--- src/rtl/srf_pkg.sv ---
package srf_pkg;
  typedef enum logic [1:0] {PH_INSTR = 2'd0, PH_WRITE = 2'd1, PH_READ = 2'd2} phase_t;
  localparam logic [4:0] ADDR_SEL = 5'h00;
  localparam logic [4:0] ADDR_FR1 = 5'h01;
  localparam logic [7:0] SEL_RST  = 8'hC0;
endpackage

--- src/rtl/srf_lane_shift.sv ---
module srf_lane_shift #(
  parameter int ACC_W = 32
) (
  input  logic             clk,
  input  logic             rst_n,
  input  logic             step,
  input  logic             clr_rx,
  input  logic             lsb_first,
  input  logic [2:0]       width_k,
  input  logic [3:0]       sdi,
  input  logic             load_tx,
  input  logic [ACC_W-1:0] tx_val,
  output logic [ACC_W-1:0] rx_nx,
  output logic [3:0]       tx_grp
);
  logic [ACC_W-1:0] acc_q, acc_d, tx_q, tx_d, gext;
  logic [3:0]       lane_mask;

  always_comb begin
    case (width_k)
      3'd4:    lane_mask = 4'hF;
      3'd2:    lane_mask = 4'h3;
      default: lane_mask = 4'h1;
    endcase
    gext = {{(ACC_W-4){1'b0}}, sdi & lane_mask};
    rx_nx = acc_q;
    if (step) begin
      if (lsb_first) rx_nx = (acc_q >> width_k) | (gext << (ACC_W - width_k));
      else           rx_nx = (acc_q << width_k) | gext;
    end
    acc_d = clr_rx ? '0 : rx_nx;
    tx_d = tx_q;
    if (load_tx)   tx_d = tx_val;
    else if (step) tx_d = lsb_first ? (tx_q >> width_k) : (tx_q << width_k);
    if (lsb_first) tx_grp = tx_q[3:0] & lane_mask;
    else           tx_grp = tx_q[ACC_W-1 -: 4] >> (4 - width_k);
  end

  always_ff @(posedge clk or negedge rst_n) begin
    if (!rst_n) begin
      acc_q <= '0;
      tx_q  <= '0;
    end else begin
      if (step || clr_rx)   acc_q <= acc_d;
      if (step || load_tx)  tx_q  <= tx_d;
    end
  end
endmodule

--- src/rtl/srf_reg_bank.sv ---
module srf_reg_bank #(
  parameter int         FR1_BYTES = 3,
  parameter int         CHW_BYTES = 4,
  parameter logic [4:0] CHW_ADDR  = 5'h04,
  parameter int         ACC_W     = 32
) (
  input  logic                     clk,
  input  logic                     rst_n,
  input  logic                     wr_en,
  input  logic [4:0]               wr_addr,
  input  logic [ACC_W-1:0]         wr_data,
  input  logic [1:0]               ch_en,
  input  logic                     upd_rise,
  input  logic [4:0]               rd_addr,
  output logic [ACC_W-1:0]         rd_val,
  output logic [8*FR1_BYTES-1:0]   fr1_word,
  output logic [2*8*CHW_BYTES-1:0] ch_words
);
  import srf_pkg::*;
  localparam int FW = 8*FR1_BYTES;
  localparam int CW = 8*CHW_BYTES;
  localparam int NCH = 2;

  logic          wr_fr1, wr_ch;
  logic [FW-1:0] frs_q, fra_q;

  assign wr_fr1 = wr_en && (wr_addr == ADDR_FR1);
  assign wr_ch  = wr_en && (wr_addr == CHW_ADDR);

  always_ff @(posedge clk or negedge rst_n) begin
    if (!rst_n) begin
      frs_q <= '0;
      fra_q <= '0;
    end else begin
      if (wr_fr1)   frs_q <= wr_data[FW-1:0];
      if (upd_rise) fra_q <= frs_q;
    end
  end
  assign fr1_word = fra_q;

  for (genvar g = 0; g < NCH; g++) begin : gen_ch
    logic [CW-1:0] stg_q, act_q;
    always_ff @(posedge clk or negedge rst_n) begin
      if (!rst_n) begin
        stg_q <= '0;
        act_q <= '0;
      end else begin
        if (wr_ch && ch_en[g]) stg_q <= wr_data[CW-1:0];
        if (upd_rise)          act_q <= stg_q;
      end
    end
    assign ch_words[g*CW +: CW] = act_q;

    AST_CH_SKIPPED: assert property (@(posedge clk) disable iff (!rst_n)
      (wr_ch && !ch_en[g]) |=> $stable(stg_q));
  end

  always_comb begin
    rd_val = '0;
    if (rd_addr == ADDR_FR1) rd_val[FW-1:0] = fra_q;
    else if (rd_addr == CHW_ADDR) begin
      if (ch_en == 2'b10)      rd_val[CW-1:0] = gen_ch[1].act_q;
      else if (ch_en != 2'b00) rd_val[CW-1:0] = gen_ch[0].act_q;
    end
  end

  AST_ACTIVE_HELD: assert property (@(posedge clk) disable iff (!rst_n)
    !upd_rise |=> $stable(fra_q));
  AST_CH_MIRROR: assert property (@(posedge clk) disable iff (!rst_n)
    (wr_ch && ch_en == 2'b11) |=> (gen_ch[0].stg_q == gen_ch[1].stg_q));
endmodule

--- src/rtl/srf_serial_regfile.sv ---
module srf_serial_regfile #(
  parameter int         FR1_BYTES = 3,
  parameter int         CHW_BYTES = 4,
  parameter logic [4:0] CHW_ADDR  = 5'h04
) (
  input  logic                   clk,
  input  logic                   rst_n,
  input  logic                   csb,
  input  logic                   sck,
  input  logic [3:0]             sdi,
  input  logic                   io_update,
  output logic [3:0]             rdat,
  output logic                   lsb_first,
  output logic [1:0]             lane_mode,
  output logic [1:0]             ch_en,
  output logic                   sel_err,
  output logic [8*FR1_BYTES-1:0] fr1_word,
  output logic [8*CHW_BYTES-1:0] ch0_word,
  output logic [8*CHW_BYTES-1:0] ch1_word
);
  import srf_pkg::*;
  localparam int MAXB  = (FR1_BYTES > CHW_BYTES) ? FR1_BYTES : CHW_BYTES;
  localparam int ACC_W = 8*MAXB;
  localparam int BW    = $clog2(ACC_W+1);
  localparam int CWB   = 8*CHW_BYTES;

  phase_t           phase_q, phase_d;
  logic [BW-1:0]    bcnt_q, bcnt_d, kw, bsum, tgt;
  logic [4:0]       addr_q, addr_d, ib_addr;
  logic [7:0]       sel_q, sel_d;
  logic             err_q, err_d, sck_q, upd_q;
  logic             rise, upd_rise, ib_rd, instr_done, data_done, commit;
  logic             clr_rx, load_tx;
  logic [ACC_W-1:0] rx_nx, wval, bank_rd, rdv, tx_val;
  logic [3:0]       tx_grp;
  logic [2*CWB-1:0] ch_words;

  function automatic logic [BW-1:0] bits_of(input logic [4:0] a);
    if (a == ADDR_FR1)      return BW'(8*FR1_BYTES);
    else if (a == CHW_ADDR) return BW'(8*CHW_BYTES);
    else                    return BW'(8);
  endfunction

  assign rise     = sck && !sck_q && !csb;
  assign upd_rise = io_update && !upd_q;

  always_comb begin
    case (sel_q[2:1])
      2'b10:   kw = BW'(2);
      2'b11:   kw = BW'(4);
      default: kw = BW'(1);
    endcase
    bsum       = bcnt_q + kw;
    tgt        = bits_of(addr_q);
    ib_rd      = sel_q[0] ? rx_nx[ACC_W-1] : rx_nx[7];
    ib_addr    = sel_q[0] ? rx_nx[ACC_W-4 -: 5] : rx_nx[4:0];
    wval       = sel_q[0] ? (rx_nx >> (ACC_W - tgt)) : rx_nx;
    instr_done = rise && (phase_q == PH_INSTR) && (bsum == BW'(8));
    data_done  = rise && (phase_q != PH_INSTR) && (bsum == tgt);
    commit     = data_done && (phase_q == PH_WRITE);
    clr_rx     = csb || instr_done || data_done;
    load_tx    = instr_done && ib_rd;
    rdv        = (ib_addr == ADDR_SEL) ? {{(ACC_W-8){1'b0}}, sel_q} : bank_rd;
    tx_val     = sel_q[0] ? rdv : (rdv << (ACC_W - bits_of(ib_addr)));
  end

  always_comb begin
    phase_d = phase_q;
    bcnt_d  = bcnt_q;
    addr_d  = addr_q;
    sel_d   = sel_q;
    err_d   = err_q;
    if (csb) begin
      phase_d = PH_INSTR;
      bcnt_d  = '0;
    end else if (rise) begin
      bcnt_d = bsum;
      if (instr_done) begin
        bcnt_d  = '0;
        addr_d  = ib_addr;
        phase_d = ib_rd ? PH_READ : PH_WRITE;
      end else if (data_done) begin
        bcnt_d  = '0;
        phase_d = PH_INSTR;
        if (commit && addr_q == ADDR_SEL) begin
          sel_d = {wval[7:4], 1'b0, wval[2:0]};
          err_d = wval[3];
        end
      end
    end
  end

  always_ff @(posedge clk or negedge rst_n) begin
    if (!rst_n) begin
      phase_q <= PH_INSTR;
      bcnt_q  <= '0;
      addr_q  <= '0;
      sel_q   <= SEL_RST;
      err_q   <= 1'b0;
      sck_q   <= 1'b0;
      upd_q   <= 1'b0;
    end else begin
      sck_q <= sck;
      upd_q <= io_update;
      if (csb || rise) begin
        phase_q <= phase_d;
        bcnt_q  <= bcnt_d;
        addr_q  <= addr_d;
        sel_q   <= sel_d;
        err_q   <= err_d;
      end
    end
  end

  srf_lane_shift #(.ACC_W(ACC_W)) shift_i (
    .clk(clk), .rst_n(rst_n), .step(rise), .clr_rx(clr_rx),
    .lsb_first(sel_q[0]), .width_k(kw[2:0]), .sdi(sdi),
    .load_tx(load_tx), .tx_val(tx_val), .rx_nx(rx_nx), .tx_grp(tx_grp)
  );

  srf_reg_bank #(.FR1_BYTES(FR1_BYTES), .CHW_BYTES(CHW_BYTES),
                 .CHW_ADDR(CHW_ADDR), .ACC_W(ACC_W)) bank_i (
    .clk(clk), .rst_n(rst_n), .wr_en(commit && addr_q != ADDR_SEL),
    .wr_addr(addr_q), .wr_data(wval), .ch_en(sel_q[7:6]),
    .upd_rise(upd_rise), .rd_addr(ib_addr), .rd_val(bank_rd),
    .fr1_word(fr1_word), .ch_words(ch_words)
  );

  always_comb begin
    rdat = '0;
    if (phase_q == PH_READ)
      rdat = (sel_q[2:1] == 2'b01) ? {1'b0, tx_grp[0], 2'b00} : tx_grp;
  end

  assign lsb_first = sel_q[0];
  assign lane_mode = sel_q[2:1];
  assign ch_en     = sel_q[7:6];
  assign sel_err   = err_q;
  assign ch0_word  = ch_words[CWB-1:0];
  assign ch1_word  = ch_words[2*CWB-1:CWB];

  AST_ABORT_RESTART: assert property (@(posedge clk) disable iff (!rst_n)
    csb |=> (phase_q == PH_INSTR && bcnt_q == '0));
  AST_SEL_NEEDS_XFER: assert property (@(posedge clk) disable iff (!rst_n)
    !rise |=> $stable(sel_q));
endmodule

--- config.mk ---
export PLATFORM = sky130hd
export DESIGN_NAME = srf_serial_regfile
export DESIGN_NICKNAME = d
export VERILOG_FILES = /design/src/rtl/srf_pkg.sv /design/src/rtl/srf_lane_shift.sv /design/src/rtl/srf_reg_bank.sv /design/src/rtl/srf_serial_regfile.sv
export SDC_FILE = /design/constraint.sdc
export NUM_CORES = 1
export LEC_CHECK = 0
export ABC_AREA = 1
export BUFFER_PORTS_ARGS = -buffer_cell sky130_fd_sc_hd__buf_2
export CORE_ASPECT_RATIO = 1.2
export CORE_MARGIN = 4
export CORE_UTILIZATION = 45
export DETAILED_ROUTE_END_ITERATION = 10
export PLACE_DENSITY = 0.59
export SLEW_MARGIN = 25
export SYNTH_ARGS = -nofsm -noshare
export SYNTH_HDL_FRONTEND = slang
export SYNTH_HIERARCHICAL = 1
export SYNTH_SLANG_ARGS = --single-unit
export TNS_END_PERCENT = 5
--- constraint.sdc ---
create_clock -name clk -period 6 [get_ports clk]
set_clock_uncertainty 0.2 [all_clocks]
set_input_delay 1.2 -clock clk [delete_from_list [all_inputs] [get_ports clk]]
set_output_delay 1.2 -clock clk [all_outputs]
set_load 0.05 [all_outputs]
# Yosys cells after proc, flatten, opt, wreduce, memory -nomap -nowiden

Cells that the tools add are included.

Equal/unequal tests: 14
Reduce and logical (&&, ||, !) cells: 37
Bitwise operators: 6
$add $sub $neg: 5
Multiplexer cells: 34
Shifts and indexed selects: 8

Operators by type and width:

| operator                                                          | number |
|---|---|
| 32-bit two-way mux                                                | 12 |
| 32-bit by 3-bit << shifter with 32-bit output                     | 2 |
| 32-bit by 3-bit >> shifter with 32-bit output                     | 2 |
| 6-bit two-way mux                                                 | 8 |
| 32-bit OR                                                         | 1 |
| 32-bit by 4-bit OR with 32-bit output                             | 1 |
| 32-bit by 32-bit << shifter with 32-bit output                    | 1 |
| 4-bit by 32-bit << shifter with 32-bit output                     | 1 |
| 32-bit by 32-bit >> shifter with 32-bit output                    | 1 |
| 4-bit by 32-bit >> shifter with 4-bit output                      | 1 |
| 24-bit two-way mux                                                | 1 |
| 1-bit logical AND                                                 | 15 |
| 6-bit by 6-bit subtractor with 7-bit output, first input constant | 2 |
| 4-bit two-way mux                                                 | 3 |
| 5-bit by 1-bit == test with 1-bit output, second input constant   | 2 |
| 5-bit by 3-bit == test with 1-bit output, second input constant   | 2 |
| 5-bit logical NOT                                                 | 2 |
| 2-bit two-way mux                                                 | 5 |
| 4-bit bitwise AND                                                 | 2 |
| 2-bit == test, second input constant                              | 4 |
| 8-bit two-way mux                                                 | 1 |
| 4-bit one-hot mux with 2 select lines                             | 1 |
| 2-bit nonzero test                                                | 4 |
| 6-bit by 3-bit subtractor with 7-bit output, first input constant | 1 |
| other kinds (20)                                                  | 29 |

Bits in registers: 263
Bits of input ports: 9
Logic and storage cells: 119

# Depth between registers and ports, before layout

Gate-level depths: netlist of run 1.

Word-level depth: 17
Gate-level depth with buffers: 36

# By module

The synthesis of run 1 kept the hierarchy.

By module, submodules not included:

| module             | instances | cells each | seq. area each (um^2) | area each (um^2) |
|---|---|---|---|---|
| srf_reg_bank       | 1         | 821        | 4,404.2               | 7,643.6 |
| srf_lane_shift     | 1         | 1,324      | 1,601.5               | 7,552.2 |
| srf_serial_regfile | 1         | 448        | 578.1                 | 2,627.5 |

# Worst setup path before layout of run 1

No wires, ideal clock.

Kind: register -> register
Start: reg sel_q[2]
End: reg shift_i.tx_q[31]
Data arrival time: 4.304 ns
Required time: 5.676 ns
Clock period less this slack: 4.628 ns
Stages on the path, launching flop included: 36
Setup slack: 1.372 ns
Library setup time: 0.124 ns
Path through: dfrtp_1 -> inv_1 -> nor2_1 -> inv_2 -> buf_2 -> buf_2 -> ha_1 -> ha_1 -> buf_2 -> clkinv_1 -> nor2_1 -> nand3_1 -> nand2_1 -> nand2_1 -> nand2_1 -> nand2_1 -> nand2_1 -> inv_1 -> o21ai_2 -> nor2_4 -> nand4_4 -> inv_2 -> buf_4 -> nand2_1 -> nand2_1 -> inv_1 -> nand2_1 -> o21ai_0 -> and2_1 -> nand2_1 -> nand2_1 -> nand2_1 -> nand2_1 -> o211ai_1 -> a21oi_1 -> a21oi_1

Cells in the longest elaborated chain, start to end: 17
Elaborated cells on any way between the ends: 41
Classes of those cells: add/sub: 3; eq/ne: 7; shift: 6; mux: 16; bitwise: 3; reduce/logical: 6

Ends and longest elaborated chain:

| what                                                                                | RTL line                  | text |
|---|---|---|
| from (decl)                                                                         | srf_serial_regfile.sv:30  | `logic [7:0] sel_q, sel_d;` |
| from (signal assigned)                                                              | srf_serial_regfile.sv:109 | `sel_q <= sel_d;` |
| 2-bit == test                                                                       | srf_serial_regfile.sv:48  | `case (sel_q[2:1])` |
| 3-bit one-hot mux with 2 select lines (*)                                           | srf_serial_regfile.sv:48  |  |
| named net kw[0]                                                                     | srf_serial_regfile.sv:28  | `logic [BW-1:0] bcnt_q, bcnt_d, kw, bsum, tgt;` |
| branches (longest 5 deep; another with 6-bit by 3-bit subtractor with 7-bit output) | --                        |  |
| 32-bit two-way mux (*)                                                              | srf_lane_shift.sv:28      | `if (lsb_first) rx_nx = (acc_q >> width_k) \| (gext << (ACC_W - width_k));` |
| 32-bit two-way mux (*)                                                              | srf_lane_shift.sv:27      | `if (step) begin` |
| named net rx_nx[25]                                                                 | srf_serial_regfile.sv:34  | `logic [ACC_W-1:0] rx_nx, wval, bank_rd, rdv, tx_val;` |
| 5-bit two-way mux (*)                                                               | srf_serial_regfile.sv:56  | `ib_addr = sel_q[0] ? rx_nx[ACC_W-4 -: 5] : rx_nx[4:0];` |
| named net ib_addr[1]                                                                | srf_serial_regfile.sv:29  | `logic [4:0] addr_q, addr_d, ib_addr;` |
| [1 not listed]                                                                      | --                        |  |
| 32-bit two-way mux                                                                  | srf_reg_bank.sv:61        | `else if (rd_addr == CHW_ADDR) begin` |
| 24-bit two-way mux (*)                                                              | srf_reg_bank.sv:60        | `if (rd_addr == ADDR_FR1) rd_val[FW-1:0] = fra_q;` |
| named net bank_rd[7]                                                                | srf_serial_regfile.sv:34  |  |
| 32-bit two-way mux (*)                                                              | srf_serial_regfile.sv:63  | `rdv = (ib_addr == ADDR_SEL) ? {{(ACC_W-8){1'b0}}, sel_q} : bank_rd;` |
| 32-bit by 32-bit << shifter with 32-bit output (*)                                  | srf_serial_regfile.sv:64  | `tx_val = sel_q[0] ? rdv : (rdv << (ACC_W - bits_of(ib_addr)));` |
| 32-bit two-way mux (*)                                                              | srf_serial_regfile.sv:64  |  |
| named net tx_val[31]                                                                | srf_serial_regfile.sv:34  |  |
| 32-bit two-way mux (*)                                                              | srf_lane_shift.sv:33      | `if (load_tx) tx_d = tx_val;` |
| to (signal assigned)                                                                | srf_lane_shift.sv:45      | `if (step \|\| load_tx) tx_q <= tx_d;` |
| to (decl)                                                                           | srf_lane_shift.sv:16      | `logic [ACC_W-1:0] acc_q, acc_d, tx_q, tx_d, gext;` |

Mark *: on every way through the listed nets, which the timed path passes. The select of a mux whose other input is x is not followed.
A chain may end at the register's enable or synchronous reset.

# Worst setup path after layout of run 1

Start: reg sel_q[2]
End: reg bank_i.gen_ch[0].stg_q[20]

Cells in the longest elaborated chain, start to end: 11
Elaborated cells on any way between the ends: 24
Classes of those cells: add/sub: 2; eq/ne: 5; shift: 4; mux: 5; bitwise: 3; reduce/logical: 5

Ends and longest elaborated chain:

| what                                                                                | RTL line                 | text |
|---|---|---|
| 2-bit == test                                                                       | srf_serial_regfile.sv:48 |  |
| 3-bit one-hot mux with 2 select lines (*)                                           | srf_serial_regfile.sv:48 |  |
| named net kw[0]                                                                     | srf_serial_regfile.sv:28 |  |
| branches (longest 9 deep; another with 6-bit by 3-bit subtractor with 7-bit output) | --                       |  |
| to (signal assigned)                                                                | srf_reg_bank.sv:48       | `if (wr_ch && ch_en[g]) stg_q <= wr_data[CW-1:0];` |
| to (decl)                                                                           | srf_reg_bank.sv:42       | `logic [CW-1:0] stg_q, act_q;` |

Mark *: on every way through the listed nets, which the timed path passes.

==> reports/results.tsv, run 1 <==
stage	metric	value	unit
route	dr.pass1.iters	6	
final_layout	area.growth.synth_to_final	8.97	%
worst_setup_path	arrival	5.49	ns
clock_tree	clk_latency	0.57	ns
synth	synth_area_per_cell	6.87	sq um
worst_setup_path	crit_fanout	64	
synth	synth_seq_cells	263	
place	gp_congestion	0.979	
synth	synth_enable_flop_cells	0	
synth	async_reset_ff_frac	1.00	
grt	grt_pass1_vias	16900	
grt	overflow	0	
synth	seq_area_frac_synth	0.369	
timing	max_freq	191	MHz
clock_tree	cts_max_level	1	
synth	synth_commonest_cells	875 x nand2_1, 276 x nand3_1, 261 x dfrtp_1	
route	vias	18000	
place	dp_hpwl	44.2	mm
synth	syn_inst	2593	
power_and_ir_drop	powerDensity	227	mW/mm^2
worst_setup_path	end_kind	flip-flop	
grt	grtUsageTotal	0.283	
floorplan	initial_core_util	0.458	
timing	drv_slew	0	
place	dp_slack	0.825	ns
synth	synth_ff_type	dfrtp_1	
timing	fin_crit	5.24	ns
final_layout	drive_above_1_share	0.114	
final_layout	design_area	0.0194	sq mm
status	status	complete, no violations	
worst_setup_path	required	6.25	ns
flow_run	maxCapViolCount	0	
floorplan	die_h	226	um
min_path	worstHoldPathType	reg2reg	
floorplan	row_count	79	
final_layout	nets	2612	
timing	layout_setup_ws	0.762	ns
place	placed_cell_area	0.0184	sq mm
timing	period_share	0.873	
clock_tree	clock_sinks	263	
floorplan	dieArea	0.0429	sq mm
final_layout	diodes	0	
route	viasPerCell	5.74	
timing	hold_viol	0	
power_and_ir_drop	worst_ir_drop_vdd	0.251	mV
floorplan	coreArea	0.0389	sq mm
clock_tree	post_cts_resized	0	
grt	antenna_found_initial	0	
synth	synth.distinct_cells	53	
synth	yosysWarnings	6	
timing	rsz0062_at_grt	false	
route	drt_iter0_markers	1766	
timing	worst_slew_pin_slew	1.12	ns
route	postRouteAntennaNets	0	
clock_tree	hold_buffers	0	
synth	synth_most_common_cell	nand2_1	
synth	syn_nets	2611	
worst_setup_path	cp-start-kind	flip-flop	
floorplan	io_pins	107	
clock_tree	cts_buffer_depth	3	
floorplan	die_w	190	um
clock_tree	cts_setup_buffers	0	
clock_tree	clock-root-buffer	clkbuf_16	
place	dp.cells	3088	
timing	slew_headroom	0.250	
power_and_ir_drop	p_total	4.41	mW
synth	syn_area	0.0178	sq mm
route	drc_errors	0	
synth	synth.area.top_cells	dfrtp_1 37%, nand2_1 18%, nand3_1 7.8%	
final_layout	fin_cells	3144	
power_and_ir_drop	leakage	9.86	nW
timing	tns	0	ns
route	routedWlPerCell	19.8	um
route	wirelength	62.3	mm
place	port_buffers	106	
timing	setup_viol	0	
clock_tree	cts_tree	done	
worst_setup_path	criticalPathCategory	reg2reg	
synth	synth_top_cell_by_area	dfrtp_1	
synth	synth.top_cell.area_share	0.366	
grt	grt_max_degree	121	
grt	grt_pass1_wl	97.6	mm
clock_tree	numCtsBuffers	30	
clock_tree	path_clk_slew	0.06	ns
[kinds of logic (layout without fill, tap and decap cells)]
group           after synthesis  in the layout  share of synthesized area
mux                          79             79                     0.0472
flops                       263            263                      0.369
buf+inv                     379            404                     0.0988
fa+ha+maj                     9              9                    0.00674
compound gates              474            474                      0.151
simple gates               1389           1389                      0.327
[worst paths after layout]
check	endpoint	slack, ns	depth (start not counted)	startpoint
worst min register to register	bank_i/frs_q[11]	0.27	2	bank_i/frs_q[11]
max in group asynchronous	bank_i/gen_ch[0].act_q[1]	3.91	2	rst_n
worst min-delay path	bank_i/frs_q[11]	0.27	2	bank_i/frs_q[11]
min in group asynchronous	shift_i/acc_q[12]	0.40	1	rst_n
worst max-delay path	bank_i/gen_ch[0].stg_q[20]	0.76	19	sel_q[2]
worst max register to register	bank_i/gen_ch[0].stg_q[20]	0.76	19	sel_q[2]
[cell type report]
| class | instances | area (sq um) |
|---|---|---|
| Sequential cell | 263 | 6590 |
| Tap cell | 526 | 658 |
| Clock buffer | 39 | 876 |
| Clock inverter | 17 | 195 |
| Fill cell | 3978 | 19500 |
| Timing Repair Buffer | 141 | 832 |
| Multi-Input combinational cell | 1951 | 9500 |
| Inverter | 207 | 781 |
[where the power goes]
| part | switching [mW] | total [mW] | internal, mW |
|---|---|---|---|
| logic | 0.376 | 0.547 | 0.171 |
| clock network | 0.815 | 1.98 | 1.17 |
| registers | 0.0594 | 1.88 | 1.83 |
| total | 1.25 | 4.41 | 3.16 |
[worst max-delay path, stage by stage, from the launching register on]
cell and delay, ns:
dfrtp_1 0.45, inv_2 0.13, nor2_4 0.19, buf_4 0.59, inv_1 0.15, fa_1 0.54, inv_1 0.05, nor2_1 0.10
nand3_1 0.11, nor2_1 0.18, nand2_1 0.08, nor2_1 0.08, nand3_1 0.16, nor3_1 0.36, nand2_1 0.16, nor2_4 0.10
buf_4 0.32, nand3_2 0.74, nand2_1 0.26, nand2_1 0.07
[sequential cells by signal, indices dropped and copies added (netlist names)]
| register | count |
|---|---|
| addr_q | 5 |
| bank_i/fr1_word | 24 |
| bank_i/frs_q | 24 |
| bank_i/gen_ch.act_q | 64 |
| bank_i/gen_ch.stg_q | 64 |
| bcnt_q | 6 |
| phase_q | 2 |
| sck_q | 1 |
| sel_err | 1 |
| sel_q | 7 |
| shift_i/acc_q | 32 |
| shift_i/tx_q | 32 |
| upd_q | 1 |
[metal layers]
layer / share of wire / track usage / vias to the layer above / routed length, um
met5: 0 / 0 / - / 0
met2: 0.46 / 0.451 / 716 / 28600
met3: 0.074 / 0.0416 / 117 / 4630
li1: - / - / 8559 / -
met4: 0.031 / 0.0810 / 0 / 1960
met1: 0.44 / 0.402 / 8657 / 27200
[placed cells by master (no fill, tap or decap), types with 6 or more instances in the layout]
cell / instances
o21ai_1: 44
inv_2: 17
nor2_2: 7
o22ai_1: 44
inv_1: 185
o22a_1: 10
a21boi_0: 6
mux2_2: 40
nand4_1: 37
o21ai_0: 138
a21oi_1: 161
mux2i_1: 39
clkinv_2: 6
clkbuf_8: 7
nor2_4: 7
buf_2: 105
nor2_1: 160
buf_4: 32
dfrtp_1: 260
nand2_1: 875
nand3_1: 276
o211ai_1: 24
nand2_2: 9
o21ai_2: 6
clkbuf_16: 31
ha_1: 8
a41oi_1: 6
[metrics by stage]
| stage | hold WS, ns | utilization |
|---|---|---|
| CTS | 0.270 | 0.499 |
| floorplan | 0.236 | - |
| detailed placement | 0.254 | 0.471 |
| global placement | 0.248 | 0.471 |
| finish | 0.270 | 0.499 |
| global route | 0.291 | 0.499 |
No activity file was read; power rests on OpenSTA's default activity.
==> run 2: changes to the inputs <==
- RECOVER_POWER: unset -> 50
==> reports/results.tsv, run 2 (synthesis gave the netlist of run 1 again) <==
stage	metric	value	unit	change
status	status	complete, but fails checks		
status	violations	capacitance limit, slew limit		
power_and_ir_drop	leakage	9.84	nW	-0.20%
clock_tree	clock_sinks	263		unchanged
timing	max_freq	192	MHz	+0.47%
floorplan	die_w	190	um	unchanged
clock_tree	clk_latency	0.58	ns	about the same
timing	period_share	0.869		-0.00406
worst_setup_path	crit_fanout	64		unchanged
route	drt_iter0_markers	1969		+11%
power_and_ir_drop	combPwrFrac	0.123		about the same
place	dp_hpwl	44.2	mm	unchanged
min_path	holdPathStages	2		unchanged
route	drt-met1-wl	27.0	mm	-0.54%
worst_setup_path	end_kind	flip-flop		
worst_setup_path	path_cells	inv_2 -> nor2_4 -> buf_4 -> inv_1 -> fa_1 -> inv_1 -> nor2_1 -> nand3_1 -> nor2_1 -> nand2_1 -> nor2_1 -> nand3_1 -> nor3_1 -> nand2_1 -> nor2_4 -> buf_4 -> nand3_2 -> nand2_1 -> nand2_1		
floorplan	io_pins	107		unchanged
final_layout	layout_commonest_cell	nand2_1		
final_layout	fin_util	0.498		-0.00113
worst_setup_path	required	6.25	ns	about the same
worst_setup_path	cp_slowest_cell	nand3_2		
route	wl_met3	4.82	mm	+4.2%
final_layout	area.growth.synth_to_final	8.73	%	
floorplan	initial_core_util	0.458		unchanged
flow_run	maxCapViolCount	4		+4
route	highest_layer	met4		
grt	grt_pass1_vias	16900		unchanged
grt	overflow	0		unchanged
grt	grtUsageTotal	0.283		unchanged
route	viasPerCell	5.72		-0.29%
timing	rsz0062_at_grt	false		
power_and_ir_drop	switching_share	0.283		about the same
clock_tree	path_clk_slew	0.06	ns	about the same
route	postRouteAntennaNets	0		unchanged
power_and_ir_drop	p_seq_frac	0.427		about the same
route	routedWlPerCell	19.8	um	about the same
power_and_ir_drop	clockPowerShare	0.449		about the same
worst_setup_path	rr_worst_depth	19		unchanged
final_layout	reg_top3	bank_i/gen_ch.act_q: 64 flops, bank_i/gen_ch.stg_q: 64 flops		
floorplan	coreArea	0.0389	sq mm	unchanged
clock_tree	post_cts_resized	0		unchanged
power_and_ir_drop	powerDensity	228	mW/mm^2	+0.15%
timing	hold_viol	0		unchanged
power_and_ir_drop	worst_ir_drop_vdd	0.248	mV	-0.94%
route	wl_met2	28.5	mm	-0.30%
worst_setup_path	criticalPathCategory	reg2reg		
route	dr.pass1.iters	6		unchanged
timing	fin_crit	5.21	ns	-0.0243 ns
power_and_ir_drop	switchingPower	1.25	mW	-0.10%
final_layout	fin_cells	3144		unchanged
min_path	worstHoldPathType	reg2reg		
timing	tns	0	ns	unchanged
route	wirelength	62.3	mm	about the same
clock_tree	cts_tree	done		
floorplan	die_h	226	um	unchanged
timing	worst_slew_pin_slew	3.30	ns	+2.18 ns
worst_setup_path	slowest_delay	0.75	ns	about the same
grt	grt_pass1_wl	97.6	mm	unchanged
timing	layout_setup_ws	0.786	ns	+0.0243 ns
place	port_buffers	106		unchanged
worst_setup_path	cp_common_cell	nand2_1		
power_and_ir_drop	intPower	3.16	mW	about the same
final_layout	layout_common_cells	875 x nand2_1, 276 x nand3_1, 260 x dfrtp_1		
worst_setup_path	timing.critical_path.buf_inv	5		unchanged
clock_tree	hold_buffers	0		unchanged
timing	slew_headroom	-1.20		-1.45
place	dp_slack	0.825	ns	unchanged
route	drc_errors	0		unchanged
final_layout	nets	2612		unchanged
place	dp.cells	3088		unchanged
timing	setup_viol	0		unchanged
floorplan	dieArea	0.0429	sq mm	unchanged
timing	drv_slew	324		+324
clock_tree	numCtsBuffers	30		unchanged
grt	antenna_found_initial	0		unchanged
clock_tree	clock-root-buffer	clkbuf_16		
clock_tree	cts_setup_buffers	0		unchanged
worst_setup_path	arrival	5.47	ns	-0.02 ns
grt	grt_max_degree	121		unchanged
worst_setup_path	critPathTopFamily	simple AND/OR/NAND/NOR gates		
floorplan	row_count	79		unchanged
route	vias	18000		-0.29%
place	gp_congestion	0.979		unchanged
final_layout	diodes	0		unchanged
clock_tree	cts_buffer_depth	3		unchanged
final_layout	drive_above_1_share	0.112		-0.00153
power_and_ir_drop	p_total	4.41	mW	about the same
worst_setup_path	cp_num_cells	19		unchanged
worst_setup_path	cp-start-kind	flip-flop		
clock_tree	cts_max_level	1		unchanged
-- run 2: changes by cell type in the layout (fill, tap and decap cells not counted) --
cell,previous run,this run
nor2_4,7,6
buf_2,105,103
nor2_1,160,161
clkbuf_1,1,4
buf_12,2,0
clkbuf_2,0,2
buf_4,32,31
-- run 2: area by class of cell --
cell class | count | area (sq um)
clock inverter | 17 | 195
clock buffer | 39 | 876
timing repair buffer | 141 | 796
sequential | 263 | 6590
tap | 526 | 658
multi-input combinational | 1951 | 9490
fill | 3986 | 19600
inverter | 207 | 781
-- run 2: stage by stage --
stage	hold WS [ns]	area [sq um]
5_1_grt	0.291	19400
4_1_cts	0.270	19400
3_5_place_dp	0.254	18400
3_3_place_gp	0.248	18300
6_report	0.271	19400
2_1_floorplan	0.236	17800
-- run 2: worst reg2reg max path, stage by stage (launching register included) --
cell and delay (ns):
dfrtp_1 0.45, inv_2 0.13, nor2_4 0.19, buf_4 0.59, inv_1 0.19, fa_1 0.54
inv_1 0.05, nor2_1 0.10, nand3_1 0.11, nor2_1 0.18, nand2_1 0.08, nor2_1 0.09
nand3_1 0.15, nor3_1 0.36, nand2_1 0.16, nor2_4 0.10, buf_4 0.32, nand3_2 0.75
nand2_1 0.27, nand2_1 0.08
-- run 2: path summary, 6_finish.rpt --
| check | start | endpoint | slack (ns) |
|---|---|---|---|
| max | sel_q[2] | bank_i/gen_ch[1].stg_q[15] | 0.79 |
| min | bank_i/frs_q[23] | bank_i/frs_q[23] | 0.27 |
| max reg2reg | sel_q[2] | bank_i/gen_ch[1].stg_q[15] | 0.79 |
| min reg2reg | bank_i/frs_q[23] | bank_i/frs_q[23] | 0.27 |
| max in group asynchronous | rst_n | bank_i/gen_ch[0].act_q[1] | 1.61 |
| min in group asynchronous | rst_n | shift_i/acc_q[20] | 0.43 |
-- run 2: power groups by stage --
| stage | Sequential, mW | Clock [mW] | Combinational [mW] |
|---|---|---|---|
| final | 1.88 | 1.98 | 0.544 |
| after global routing | 1.89 | 2.09 | 0.609 |
| after CTS | 1.88 | 2.02 | 0.539 |
| after detailed placement | 1.91 | 0 | 0.538 |
| after global placement | 1.91 | 0 | 0.535 |
| after floorplan | 1.89 | 0 | 0.390 |
-- run 2: layer usage --
layer / vias to the layer above / track usage
met2: 778 / 0.451
met5: - / 0
met4: 0 / 0.0810
met1: 8544 / 0.402
met3: 116 / 0.0416
li1: 8559 / -
